$ cat config.mk
export PLATFORM = sky130hd
export DESIGN_NAME = rtc_shadow_core
export DESIGN_NICKNAME = d
export VERILOG_FILES = /design/src/rtl/rtc_pkg.sv /design/src/rtl/rtc_edge_sync.sv /design/src/rtl/rtc_time_count.sv /design/src/rtl/rtc_copy_sched.sv /design/src/rtl/rtc_shadow_core.sv
export SDC_FILE = /design/constraint.sdc
export NUM_CORES = 1
export LEC_CHECK = 0
export CAP_MARGIN = 0
export CORE_MARGIN = 8
export CORE_UTILIZATION = 35
export DETAILED_ROUTE_END_ITERATION = 12
export SYNTH_ARGS = -nofsm -noshare
export SYNTH_HDL_FRONTEND = slang
export SYNTH_SLANG_ARGS = --single-unit
$ cat constraint.sdc
create_clock -name clk -period 2.6 [get_ports clk]
set_input_delay 0.78 -clock clk [delete_from_list [all_inputs] [get_ports clk]]
set_output_delay 0.78 -clock clk [all_outputs]
set_load 0.05 [all_outputs]
$ cat src/rtl/rtc_pkg.sv
package rtc_pkg;
  localparam int DATA_W       = 32;
  localparam int MSEC_PER_SEC = 1000;
  localparam int MSEC_W       = $clog2(MSEC_PER_SEC);

  // word map; the bench and software decode these
  localparam int REG_STATUS = 1;
  localparam int REG_SEC    = 2;
  localparam int REG_SHADOW = 3;
  localparam int REG_MSEC   = 4;

  localparam int STAT_BUSY_BIT = 0;
  localparam int STAT_ERR_BIT  = 1;
endpackage

$ cat src/rtl/rtc_edge_sync.sv
module rtc_edge_sync #(
  parameter int STAGES = 2
) (
  input  logic clk,
  input  logic rst_n,
  input  logic async_in,
  output logic tick
);
  logic [STAGES-1:0] sync_q;
  logic              last_q;

  for (genvar g = 0; g < STAGES; g++) begin : g_stage
    always_ff @(posedge clk or negedge rst_n) begin
      if (!rst_n)      sync_q[g] <= 1'b0;
      else if (g == 0) sync_q[g] <= async_in;
      else             sync_q[g] <= sync_q[(g == 0) ? 0 : g-1];
    end
  end

  always_ff @(posedge clk or negedge rst_n) begin
    if (!rst_n) last_q <= 1'b0;
    else        last_q <= sync_q[STAGES-1];
  end

  assign tick = sync_q[STAGES-1] & ~last_q;


  tick_single_chk: assert property (@(posedge clk) disable iff (!rst_n)
    tick |=> !tick);
endmodule

$ cat src/rtl/rtc_time_count.sv
module rtc_time_count
  import rtc_pkg::*;
#(
  parameter int SLOW_HZ = 32768
) (
  input  logic              clk,
  input  logic              rst_n,
  input  logic              tick,
  input  logic              load,
  input  logic [DATA_W-1:0] load_sec,
  output logic [DATA_W-1:0] sec,
  output logic [MSEC_W-1:0] msec,
  output logic [DATA_W-1:0] sec_nxt,
  output logic [MSEC_W-1:0] msec_nxt
);
  localparam int ACC_W = $clog2(SLOW_HZ);
  localparam logic [ACC_W:0] STEP_V = (ACC_W+1)'(MSEC_PER_SEC);
  localparam logic [ACC_W:0] LIM_V  = (ACC_W+1)'(SLOW_HZ);
  localparam logic [MSEC_W-1:0] MS_LAST = MSEC_W'(MSEC_PER_SEC - 1);

  logic [ACC_W-1:0]  acc_q, acc_nxt;
  logic [ACC_W:0]    acc_sum;
  logic              ms_step, ms_last;
  logic [DATA_W-1:0] sec_q;
  logic [MSEC_W-1:0] msec_q;

  always_comb begin
    acc_sum  = {1'b0, acc_q} + STEP_V;
    ms_step  = tick && (acc_sum >= LIM_V);
    ms_last  = (msec_q == MS_LAST);
    acc_nxt  = acc_q;
    if (tick) acc_nxt = ms_step ? ACC_W'(acc_sum - LIM_V) : ACC_W'(acc_sum);
    msec_nxt = msec_q;
    if (ms_step) msec_nxt = ms_last ? '0 : msec_q + 1'b1;
    sec_nxt  = sec_q;
    if (load)                  sec_nxt = load_sec;
    else if (ms_step && ms_last) sec_nxt = sec_q + 1'b1;
  end

  always_ff @(posedge clk or negedge rst_n) begin
    if (!rst_n) begin
      acc_q  <= '0;
      msec_q <= '0;
      sec_q  <= '0;
    end else begin
      acc_q  <= acc_nxt;
      msec_q <= msec_nxt;
      sec_q  <= sec_nxt;
    end
  end

  assign sec  = sec_q;
  assign msec = msec_q;


  msec_hold_chk: assert property (@(posedge clk) disable iff (!rst_n)
    !tick |=> $stable(msec));

  acc_range_chk: assert property (@(posedge clk) disable iff (!rst_n)
    {1'b0, acc_q} < LIM_V);

  sec_carry_chk: assert property (@(posedge clk) disable iff (!rst_n)
    (msec == '0 && $past(msec) == MS_LAST && !$past(load)) |-> sec == $past(sec) + 1'b1);
endmodule

$ cat src/rtl/rtc_copy_sched.sv
module rtc_copy_sched #(
  parameter int COPY_PERIOD = 8
) (
  input  logic clk,
  input  logic rst_n,
  input  logic tick,
  output logic busy,
  output logic copy
);
  localparam int PW = $clog2(COPY_PERIOD);
  localparam logic [PW-1:0] LAST = PW'(COPY_PERIOD - 1);

  logic [PW-1:0] phase_q;

  always_ff @(posedge clk or negedge rst_n) begin
    if (!rst_n)    phase_q <= '0;
    else if (tick) phase_q <= (phase_q == LAST) ? '0 : phase_q + 1'b1;
  end

  assign busy = (phase_q == LAST);
  assign copy = tick & busy;


  busy_rise_chk: assert property (@(posedge clk) disable iff (!rst_n)
    $rose(busy) |-> $past(tick));

  busy_fall_chk: assert property (@(posedge clk) disable iff (!rst_n)
    $fell(busy) |-> $past(tick));
endmodule

$ cat src/rtl/rtc_shadow_core.sv
module rtc_shadow_core
  import rtc_pkg::*;
#(
  parameter int SLOW_HZ     = 32768,
  parameter int COPY_PERIOD = 8,
  parameter int SYNC_STAGES = 2,
  parameter int ADDR_W      = 4
) (
  input  logic              clk,
  input  logic              rst_n,
  input  logic              slow_clk,
  input  logic              rd_en,
  input  logic              wr_en,
  input  logic [ADDR_W-1:0] addr,
  input  logic [DATA_W-1:0] wdata,
  output logic [DATA_W-1:0] rdata,
  output logic              busy
);
  localparam logic [ADDR_W-1:0] A_STATUS = ADDR_W'(REG_STATUS);
  localparam logic [ADDR_W-1:0] A_SEC    = ADDR_W'(REG_SEC);
  localparam logic [ADDR_W-1:0] A_SHADOW = ADDR_W'(REG_SHADOW);
  localparam logic [ADDR_W-1:0] A_MSEC   = ADDR_W'(REG_MSEC);

  logic              tick, copy, busy_w, load;
  logic              sec_wr, stat_clr;
  logic [DATA_W-1:0] run_sec, sec_nxt;
  logic [MSEC_W-1:0] run_msec, msec_nxt;
  logic [DATA_W-1:0] vis_sec_q, shadow_q, rdata_q, rd_mux;
  logic [MSEC_W-1:0] vis_msec_q;
  logic              err_q;

  rtc_edge_sync #(.STAGES(SYNC_STAGES)) u_sync (
    .clk(clk), .rst_n(rst_n), .async_in(slow_clk), .tick(tick));

  rtc_copy_sched #(.COPY_PERIOD(COPY_PERIOD)) u_sched (
    .clk(clk), .rst_n(rst_n), .tick(tick), .busy(busy_w), .copy(copy));

  rtc_time_count #(.SLOW_HZ(SLOW_HZ)) u_count (
    .clk(clk), .rst_n(rst_n), .tick(tick), .load(load), .load_sec(wdata),
    .sec(run_sec), .msec(run_msec), .sec_nxt(sec_nxt), .msec_nxt(msec_nxt));

  assign sec_wr   = wr_en && (addr == A_SEC);
  assign stat_clr = wr_en && (addr == A_STATUS) && wdata[STAT_ERR_BIT];
  assign load     = sec_wr && !busy_w;

  always_comb begin
    rd_mux = '0;
    case (addr)
      A_STATUS: begin
        rd_mux[STAT_BUSY_BIT] = busy_w;
        rd_mux[STAT_ERR_BIT]  = err_q;
      end
      A_SEC:    rd_mux = vis_sec_q;
      A_SHADOW: rd_mux = shadow_q;
      A_MSEC:   rd_mux = {{(DATA_W-MSEC_W){1'b0}}, vis_msec_q};
      default:  rd_mux = '0;
    endcase
  end

  always_ff @(posedge clk or negedge rst_n) begin
    if (!rst_n) begin
      vis_sec_q  <= '0;
      vis_msec_q <= '0;
      shadow_q   <= '0;
      rdata_q    <= '0;
      err_q      <= 1'b0;
    end else begin
      if (load) begin
        vis_sec_q <= wdata;
      end else if (copy) begin
        vis_sec_q  <= sec_nxt;
        vis_msec_q <= msec_nxt;
      end
      if (sec_wr && busy_w) err_q <= 1'b1;
      else if (stat_clr)    err_q <= 1'b0;
      if (rd_en) rdata_q <= rd_mux;
      if (rd_en && addr == A_MSEC) shadow_q <= vis_sec_q;
    end
  end

  assign rdata = rdata_q;
  assign busy  = busy_w;


  err_sticky_chk: assert property (@(posedge clk) disable iff (!rst_n)
    (err_q && !stat_clr) |=> err_q);

  busy_write_drop_chk: assert property (@(posedge clk) disable iff (!rst_n)
    (sec_wr && busy_w && !copy) |=> $stable(vis_sec_q));

  sec_load_chk: assert property (@(posedge clk) disable iff (!rst_n)
    load |=> run_sec == $past(wdata));

  shadow_take_chk: assert property (@(posedge clk) disable iff (!rst_n)
    (rd_en && addr == A_MSEC) |=> shadow_q == $past(vis_sec_q));

  rdata_hold_chk: assert property (@(posedge clk) disable iff (!rst_n)
    !rd_en |=> $stable(rdata));

  copy_match_chk: assert property (@(posedge clk) disable iff (!rst_n)
    copy |=> (vis_msec_q == run_msec && vis_sec_q == run_sec));
endmodule

### Word-level counts from Yosys, hierarchy flattened

Index checks and enable logic that the tools add are counted.

* register bits: 170
* input bits: 41
* word-level logic and storage cells: 52

* add/sub/neg operators: 5
* $lt $le $gt $ge: 1
* equal/unequal tests: 6
* mux-type cells: 12
* bitwise logic cells: 4
* reduce and logical (&&, ||, !) cells: 12

Operators by type and width (count)
* 32-bit 2-to-1 mux: 4
* 30-bit one-hot mux with 3 select lines: 1
* 32-bit by 1-bit adder with 32-bit output (second input constant): 1
* 10-bit 2-to-1 mux: 2
* 15-bit by 10-bit adder with 16-bit output (second input constant): 1
* 16-bit greater-or-equal comparator (second input constant): 1
* 15-bit 2-to-1 mux: 1
* 15-bit by 1-bit subtractor with 15-bit output (second input constant): 1
* 10-bit by 1-bit adder with 10-bit output (second input constant): 1
* 10-bit equality test (second input constant): 1
* 4-bit by 2-bit equality test with 1-bit output (second input constant): 2
* 1-bit logical AND: 8
* 2-bit one-hot mux with 4 select lines: 1
* 4-bit by 1-bit equality test with 1-bit output (second input constant): 1
* 4-bit by 3-bit equality test with 1-bit output (second input constant): 1
* 2-bit nonzero test: 2
* 3-bit by 1-bit adder with 3-bit output (second input constant): 1
* 3-bit equality test (second input constant): 1
* 3-bit 2-to-1 mux: 1
* 1-bit AND: 2
* 1-bit 2-to-1 mux: 2
* 1-bit inverter: 2
* 2-bit AND reduction: 1
* 1-bit logical NOT: 1

### Depth between registers and ports, before layout

Gate-level depths: netlist of run 1.

* word-level depth: 8
* gate-level depth with buffers: 8
* depth with buffers taken out: 7

### Cells and area by module

Synthesis of run 1 repeated with hierarchy kept, for this count alone.

* cells, all modules: 770
* area total of the unflattened synthesis: 8235.4 µm²

Modules (own cells, without submodules)
* rtc_shadow_core: instances 1, cells an instance 432, area each 4958.5 µm², seq. area each 2677.6 µm²
* rtc_time_count: instances 1, cells an instance 321, area each 3020.4 µm², seq. area each 1351.3 µm²
* rtc_copy_sched: instances 1, cells an instance 13, area each 167.7 µm², seq. area each 75.1 µm²
* rtc_edge_sync: instances 1, cells an instance 4, area each 88.8 µm², seq. area each 75.1 µm²

### Least setup slack after synthesis of run 1

OpenSTA, ideal clock, no wires.

* path kind: input-to-reg
* from: input port addr[2]
* to: register u_count.sec_q[25], in the netlist u_count.sec[25]
* setup time: 0.125 ns
* arrival time: 2.490 ns
* slack: -0.015 ns
* stages on the path: 8
* buffers on the path: 3
* path through: clkbuf_1 > or4b_2 > nor3b_1 > clkbuf_1 > clkbuf_1 > nor2_1 > nand2_1 > nand3_1

* longest elaborated chain between the ends: 4

Ends and longest elaborated chain
* from (decl): line rtc_shadow_core.sv:14 `input logic [ADDR_W-1:0] addr,`
* 4-bit by 2-bit equality test with 1-bit output: line rtc_shadow_core.sv:42 `assign sec_wr = wr_en && (addr == A_SEC);`
* 1-bit logical AND: line rtc_shadow_core.sv:42
* 1-bit logical AND: line rtc_shadow_core.sv:44 `assign load = sec_wr && !busy_w;`
* 32-bit 2-to-1 mux: line rtc_time_count.sv:36 `if (load) sec_nxt = load_sec;`
* net sec_nxt[25]: line rtc_shadow_core.sv:26 `logic [DATA_W-1:0] run_sec, sec_nxt;`
* to (signal assigned): line rtc_time_count.sv:48 `sec_q <= sec_nxt;`
* to (decl): line rtc_time_count.sv:24 `logic [DATA_W-1:0] sec_q;`

The timed path passes the listed nets, and every way through them passes these cells.
A chain may end at the register's enable or synchronous reset.

### Worst setup path in the final report of run 1

* from: register u_count.msec_q[0], in the netlist u_count.msec[0]
* to: register vis_sec_q[22]

* longest elaborated chain between the ends: 6

Ends and longest elaborated chain
* from (decl): line rtc_time_count.sv:25 `logic [MSEC_W-1:0] msec_q;`
* from (signal assigned): line rtc_time_count.sv:47 `msec_q <= msec_nxt;`
* 10-bit equality test: line rtc_time_count.sv:30 `ms_last = (msec_q == MS_LAST);`
* 1-bit logical AND: line rtc_time_count.sv:37 `else if (ms_step && ms_last) sec_nxt = sec_q + 1'b1;`
* 32-bit 2-to-1 mux: line rtc_time_count.sv:37
* 32-bit 2-to-1 mux: line rtc_time_count.sv:36
* 32-bit 2-to-1 mux: line rtc_shadow_core.sv:70 `end else if (copy) begin`
* 32-bit 2-to-1 mux: line rtc_shadow_core.sv:68 `if (load) begin`
* to (signal assigned): line rtc_shadow_core.sv:69 `vis_sec_q <= wdata;`
* to (signal assigned): line rtc_shadow_core.sv:71 `vis_sec_q <= sec_nxt;`
* to (decl): line rtc_shadow_core.sv:28 `logic [DATA_W-1:0] vis_sec_q, shadow_q, rdata_q, rd_mux;`

No other way between the ends. The select of a mux whose other input is x is not followed.

==> results.md, run 1 <==
* Arrival time worst endpoint at 2.82 ns
* Nets at 951
* Initial Util at approximately 36%
* Final min period at 2.506 ns
* Post-synth top area share at 51.88%
* Area of the core at 22640 µm²
* Global-route wire length before repair at roughly 35000 µm
* CP dominant cell by count: buf_4
* Syn-to-layout area delta at 24.93%
* Largest net degree at the start of global routing at 54
* Synth warn at 0
* Chip Width at about 170 µm
* Endpoints failing hold at 0
* Setup ws final at 0.09418 ns
* Max-cap violations at 0
* Most frequent cell after synthesis: dfrtp_1
* Slowest CP cell: or4_1
* Delay-heaviest family, CP: simple AND/OR/NAND/NOR gates
* Critical path launch point type: flip-flop
* # IOs at 74
* Top post-synthesis cells by area: dfrtp_1 (52%), mux2_2 (5.5%), nand3_1 (3.9%)
* Setup violators final at 0
* Buf/Inv on CP at 2
* Total die area at ~28000 µm²
* Fmax at 399.1 MHz
* Multi-input logic area at 3566 µm²
* Chip height at approximately 170 µm
* Worst-path clk slew at approximately 0.07 ns
* Synthesized area at 8055 µm²
* Actual slew at the worst max-slew pin at between 0.5 and 0.6 ns
* Synth top cells by count: dfrtp_1 (167), nand2_1 (79), nand3_1 (62)
* Dpl ws at -0.3007 ns
* Gr usage total at 15.16%
* Worst EP required at 2.91 ns
* Synthesized netlist cell count at about 810
* Critical path class: reg -> reg
* Final Hold Slack at 0.3169 ns
* Post-synthesis net count at 858
* DR DRC count at 0
* Worst reg2reg path depth at 8
* Max VDD drop at 0.0004241 V
* Clk sinks at 167
* Post-Place Cells at approximately 1200
* Total power per unit cell area at 784.1 nW/µm²
* Worst slew margin at between 60 and 70%
* Number of port buffers at 73
* Max layer used: met4
* Post-CTS setup buffer count at 0
* Placed Instance Area at 9515 µm²
* Met1 WL at 10080 µm
* GPL Wtd Cong at 0.8165
* Worst skew pair latency at 0.43 ns
* Via density per instance at 5.283
* Synth cell types at 52
* Placement Rows at 55
* Routed wl met3 at 885 µm
* Final ANT Viol Nets at 0
* TritonRoute pass-1 iters at 5
* Fin crit share at 96.38%
* Met2 WL at 9475 µm
* Crit path max fanout at 5
* CP peak stage delay at 0.61 ns
* Post-synth EDFFs at 0
* Initial antenna violation count at 0
* Total CTS buffers at 17
* # diodes at 0
* Post-route cell area at 10060 µm²
* Area leader, netlist: dfrtp_1
* Worst Setup End Kind: flip-flop
* Total vias in the final route at about 6400
* TNS Setup at 0 ns
* Worst hold path class: in -> async
* Post-synth top flop: dfrtp_1
* Result of the run: finished clean
* Post-route insts no fill at 1202
* Filler cells at between 2000 and 2500
* CTS max path bufs at 2
* Post-synthesis sequential area ratio at approximately half
* Fraction of registers with async set or reset after synthesis at 100.0%
* Leak at 4.045 nW
* WL per Instance at around 17 µm
* Share of cells above drive strength 1 at 15.49%
* DPL Wire Length at 14550 µm
* CTS tree: yes
* Seq. cell area at between 4000 and 5000 µm²
* Drt initial violations at 503
* CP cell instances: ha_2 > nand4bb_1 > buf_4 > or4_1 > nor4_1 > buf_4 > mux2i_1 > nand3_1
* H-tree level count at 4
* Post-synthesis register bit count at 167
* Worst path depth at 8
* Layout Skew at between 0.01 and 0.015 ns
* Routed wire length at 20610 µm
* Root buffer cell: clkbuf_16
* Slew Limit Fails at 0
* Unrepaired setup endpoints after global routing: no
* Total grt overflow at 0
* Avg Inst Size Synth at 9.920 µm²
* Vias in the first global route at around 6400
## sequential cells by signal (all words and copies together), names as in the netlist
signal / count
u_count.sec: 32
err_q: 1
u_sync.sync_q: 2
vis_sec_q: 32
rdata: 32
u_sync.last_q: 1
u_count.acc_q: 12
vis_msec_q: 10
u_count.msec: 10
u_sched.phase_q: 3
shadow_q: 32
## worst paths after layout
check,startpoint,endpoint,slack [ns]
min in group clk,u_sync.sync_q[0],u_sync.sync_q[1],0.35
hold / removal,rst_n,rdata[0],0.32
setup reg to reg,u_count.msec[0],vis_sec_q[22],0.09
setup / recovery,u_count.msec[0],vis_sec_q[22],0.09
max in group asynchronous,rst_n,u_sched.phase_q[0],1.64
hold reg to reg,u_sync.sync_q[0],u_sync.sync_q[1],0.35
## worst reg2reg max path, cell delays in order, from the launching register on
cell and delay (ns):
dfrtp_1 0.41, ha_2 0.26, nand4bb_1 0.13, buf_4 0.16, or4_1 0.61, nor4_1 0.34, buf_4 0.19, mux2i_1 0.21
nand3_1 0.10
## metal layers
metal	global-route usage (%)	vias to the layer above
met3	3.692	15
met2	23.35	135
met5	0	-
li1	-	3109
met4	3.610	0
met1	21.14	3091
## metrics by stage
step                total power (W)  utilization [%]
floorplan                  0.004959                -
global placement           0.005517            42.03
detailed placement         0.005584            42.03
CTS                        0.007956            44.42
global route               0.008380            44.45
finish                     0.007890            44.45
## timing repair
item,4_1_cts,5_1_grt
hold endpoints to repair,0,0
setup endpoints to repair,0,9
hold buffers,0,0
resized for setup,0,2
## cell usage in the layout, fill, tap and decap left out, types with 3 or more instances in the layout
cell	count
clkdlybuf4s50_1	71
nor2_1	54
mux2i_1	13
and4_1	5
buf_4	48
clkbuf_16	17
a22oi_1	29
inv_1	37
dfrtp_1	167
inv_6	3
nand4_1	14
a21oi_1	24
nor3_1	17
ha_1	4
nand2_1	78
nand3b_1	12
nand3_1	62
nor4_1	23
o211ai_1	15
and3_1	6
or3_1	4
o22ai_1	30
buf_12	10
a211oi_1	3
o21ai_0	21
mux2_2	39
or4_1	5
xnor2_1	30
clkinv_4	4
a31oi_1	5
xor2_1	8
and2_1	11
a22o_1	8
## cell families after synthesis
group / after synthesis / synth area share, %
multiplexers: 52 / 7.067
buffers and inverters: 93 / 4.380
AND/OR/NAND/NOR: 311 / 19.76
adder cells (fa/ha/maj): 5 / 0.7766
AO/OA/AOI/OAI: 146 / 12.01
flip-flops: 167 / 51.88
XOR/XNOR: 38 / 4.132
## cell type report
type / instances / share of cell area, %
clock buffers: 19 / 4.401
clock inverters: 12 / 0.9698
inverters: 37 / 1.380
multi-input cells: 552 / 35.43
flip-flops and latches: 167 / 41.53
well taps: 285 / 3.543
repair buffers: 130 / 12.74
## report_power, final
part | internal, W | leakage [nW] | switching, W
clock | 0.00126 | 0.262 | 0.00109
sequential | 0.00336 | 2.09 | 0.000619
combinational | 0.000813 | 1.70 | 0.000747
Note: power is estimated with default switching activity, not from simulation.
==> run 2: changes to the inputs <==
- CORE_UTILIZATION: 35 -> 52
- PLACE_DENSITY: default -> 0.76
- clock period: 2.6 -> 2.04 ns (I/O delays scaled with it)
==> run 2 against run 1 <==
- the flow now finishes with violations (setup timing)
- final cell count down 2.9%
- wire length up 22%
- worst setup slack worse by 0.30 ns
- sequential cell count unchanged
- hold slack worse by 0.19 ns
- critical path depth down 3
- via count up 16%
- maximum frequency up 12%
- largest power group unchanged
- combinational power up 77%
- power up 41%
- clock skew down 0.0029 ns
- clock power up 40%
==> results.md, run 2 (synthesis results as in run 1) <==
* Initial Util at 53.18% (was 35.58%)
* Worst EP required at 2.39 ns (was 2.91 ns)
* GPL Wtd Cong at 0.8922 (was 0.8165)
* Multi-input logic area at 4202 µm² (was 3566 µm²)
* Most common library cell in the layout ignoring fill and taps: dfrtp_1 (unchanged)
* Total grt overflow at 0 (unchanged)
* Area of the core at 15150 µm² (was 22640 µm²)
* Vias in the first global route at 7297 (was 6430)
* Unrepaired setup endpoints after global routing: yes (was no)
* Actual slew at the worst max-slew pin at 0.5127 ns (was 0.5655 ns)
* Drt initial violations at 889 (was 503)
* Total vias in the final route at 7348 (was 6350)
* Number of port buffers at 73 (unchanged)
* Total power per unit cell area at 997.2 nW/µm² (was 784.1 nW/µm²)
* TritonRoute pass-1 iters at 6 (was 5)
* Crit path max fanout at 6 (was 5)
* Failing checks: setup timing
* Clk sinks at 167 (unchanged)
* Global-route wire length before repair at 37230 µm (was 34570 µm)
* Fmax at 446.1 MHz (was 399.1 MHz)
* WL per Instance at 21.47 µm (was 17.15 µm)
* Max-cap violations at 0 (unchanged)
* Total power at 0.01116 W (was 0.007890 W)
* # IOs at 74 (unchanged)
* CTS tree: yes (unchanged)
* TNS Setup at -3.055 ns (was 0 ns)
* Slew Limit Fails at 0 (unchanged)
* Final ANT Viol Nets at 0 (unchanged)
* Nets at 1012 (was 951)
* Initial antenna violation count at 0 (unchanged)
* # diodes at 0 (unchanged)
* Critical path launch point type: flip-flop (unchanged)
* Via density per instance at 6.296 (was 5.283)
* Worst-path clk slew at 0.07 ns (about the same)
* Placed Instance Area at 9862 µm² (was 9515 µm²)
* CTS max path bufs at 2 (unchanged)
* Root buffer cell: clkbuf_16 (unchanged)
* DR DRC count at 0 (unchanged)
* Total CTS buffers at 17 (unchanged)
* Layout Skew at 0.01112 ns (was 0.01405 ns)
* Routed wire length at 25050 µm (was 20610 µm)
* Share of cells above drive strength 1 at 30.23% (was 15.49%)
* Max VDD drop at 0.0006588 V (was 0.0004241 V)
* Seq. cell area at 4179 µm² (unchanged)
* Setup ws final at -0.2018 ns (was 0.09418 ns)
* Fin crit share at 109.9% (was 96.38%)
* Setup violators final at 40 (was 0)
* Total die area at 19730 µm² (was 28130 µm²)
* Final min period at 2.242 ns (was 2.506 ns)
* Endpoints failing hold at 0 (unchanged)
* Worst slew margin at 65.82% (was 62.30%)
* Chip height at 140.5 µm (was 167.7 µm)
* Worst Setup End Kind: flip-flop (unchanged)
* Most frequent cells in the layout: dfrtp_1 (167), buf_4 (124), nand2_1 (77) (was dfrtp_1 (167), nand2_1 (78), clkdlybuf4s50_1 (71))
* Syn-to-layout area delta at 38.92% (was 24.93%)
* Gr usage total at 23.44% (was 15.16%)
* Placement Rows at 45 (was 55)
* Leak at 4.975 nW (was 4.045 nW)
* H-tree level count at 4 (unchanged)
* Chip Width at 140.5 µm (was 167.7 µm)
* Worst skew pair latency at 0.44 ns (was 0.43 ns)
* Filler cells at 965 (was 2144)
* DPL Wire Length at 15470 µm (was 14550 µm)
* Largest net degree at the start of global routing at 50 (was 54)
* Arrival time worst endpoint at 2.59 ns (was 2.82 ns)
* Post-route cell area at 11190 µm² (was 10060 µm²)
* Worst hold path class: in -> async (unchanged)
* Result of the run: finished with violations (was finished clean)
* Critical path class: reg -> reg (unchanged)
==> run 2: worst max-delay path: stages, from the launching register on <==
cell,delay [ns]
dfrtp_1,0.48
and4_1,0.30
nand2_1,0.24
or4_4,0.61
or3_1,0.37
a31oi_1,0.16
==> run 2: path summary, 6_finish.rpt <==
kind / startpoint / end / slack (ns) / cells past startpoint
worst max-delay path: u_count.sec[6] / u_count.sec[31] / -0.20 / 5
worst min-delay path: rst_n / u_count.acc_q[8] / 0.13 / 1
worst max register to register: u_count.sec[6] / u_count.sec[31] / -0.20 / 5
worst min register to register: u_sync.sync_q[0] / u_sync.sync_q[1] / 0.36 / 0
max in group asynchronous: rst_n / rdata[20] / 1.33 / 2
min in group clk: u_sync.sync_q[0] / u_sync.sync_q[1] / 0.36 / 0
==> run 2: per-layer routing <==
metal,vias up,track usage [%],wire length [µm]
met3,111,4.757,1689
met5,-,0,0
li1,3234,-,-
met2,358,39.94,12410
met1,3645,28.33,9904
met4,0,10.18,1051
==> run 2: power by group <==
| group | switching [W] | leakage [nW] | total [W] | internal, W |
|---|---|---|---|---|
| clock network | 0.00146 | 0.286 | 0.00329 | 0.00183 |
| registers | 0.000829 | 2.09 | 0.00511 | 0.00428 |
| logic | 0.00140 | 2.60 | 0.00276 | 0.00136 |
| total | 0.00369 | 4.98 | 0.0112 | 0.00747 |
==> run 2: final cells by class <==
class / count / area share [%]
clock buffers: 17 / 3.801
clock inverters: 15 / 1.465
inverters: 37 / 1.241
multi-input cells: 552 / 37.54
flip-flops and latches: 167 / 37.34
well taps: 188 / 2.102
repair buffers: 191 / 16.50
==> run 2: through the flow <==
step	setup WS [ns]	hold WS (ns)	util, %	std cells
detailed placement	-0.5387	0.3425	65.11	1119
global route	-0.3120	0.1601	73.89	1167
CTS	-0.1558	0.1471	71.39	1161
global placement	-0.4631	0.3389	65.11	1119
finish	-0.2018	0.1302	73.89	1167
floorplan	-0.1874	0.3164	-	812
==> run 2: what timing repair did <==
item / in CTS / in global routing
pin swaps: 24 / 30
gates cloned: 1 / 3
hold buffers: 0 / 0
setup buffers: 10 / 5
gates resized for setup: 42 / 58
endpoints found under the setup margin: 60 / 55
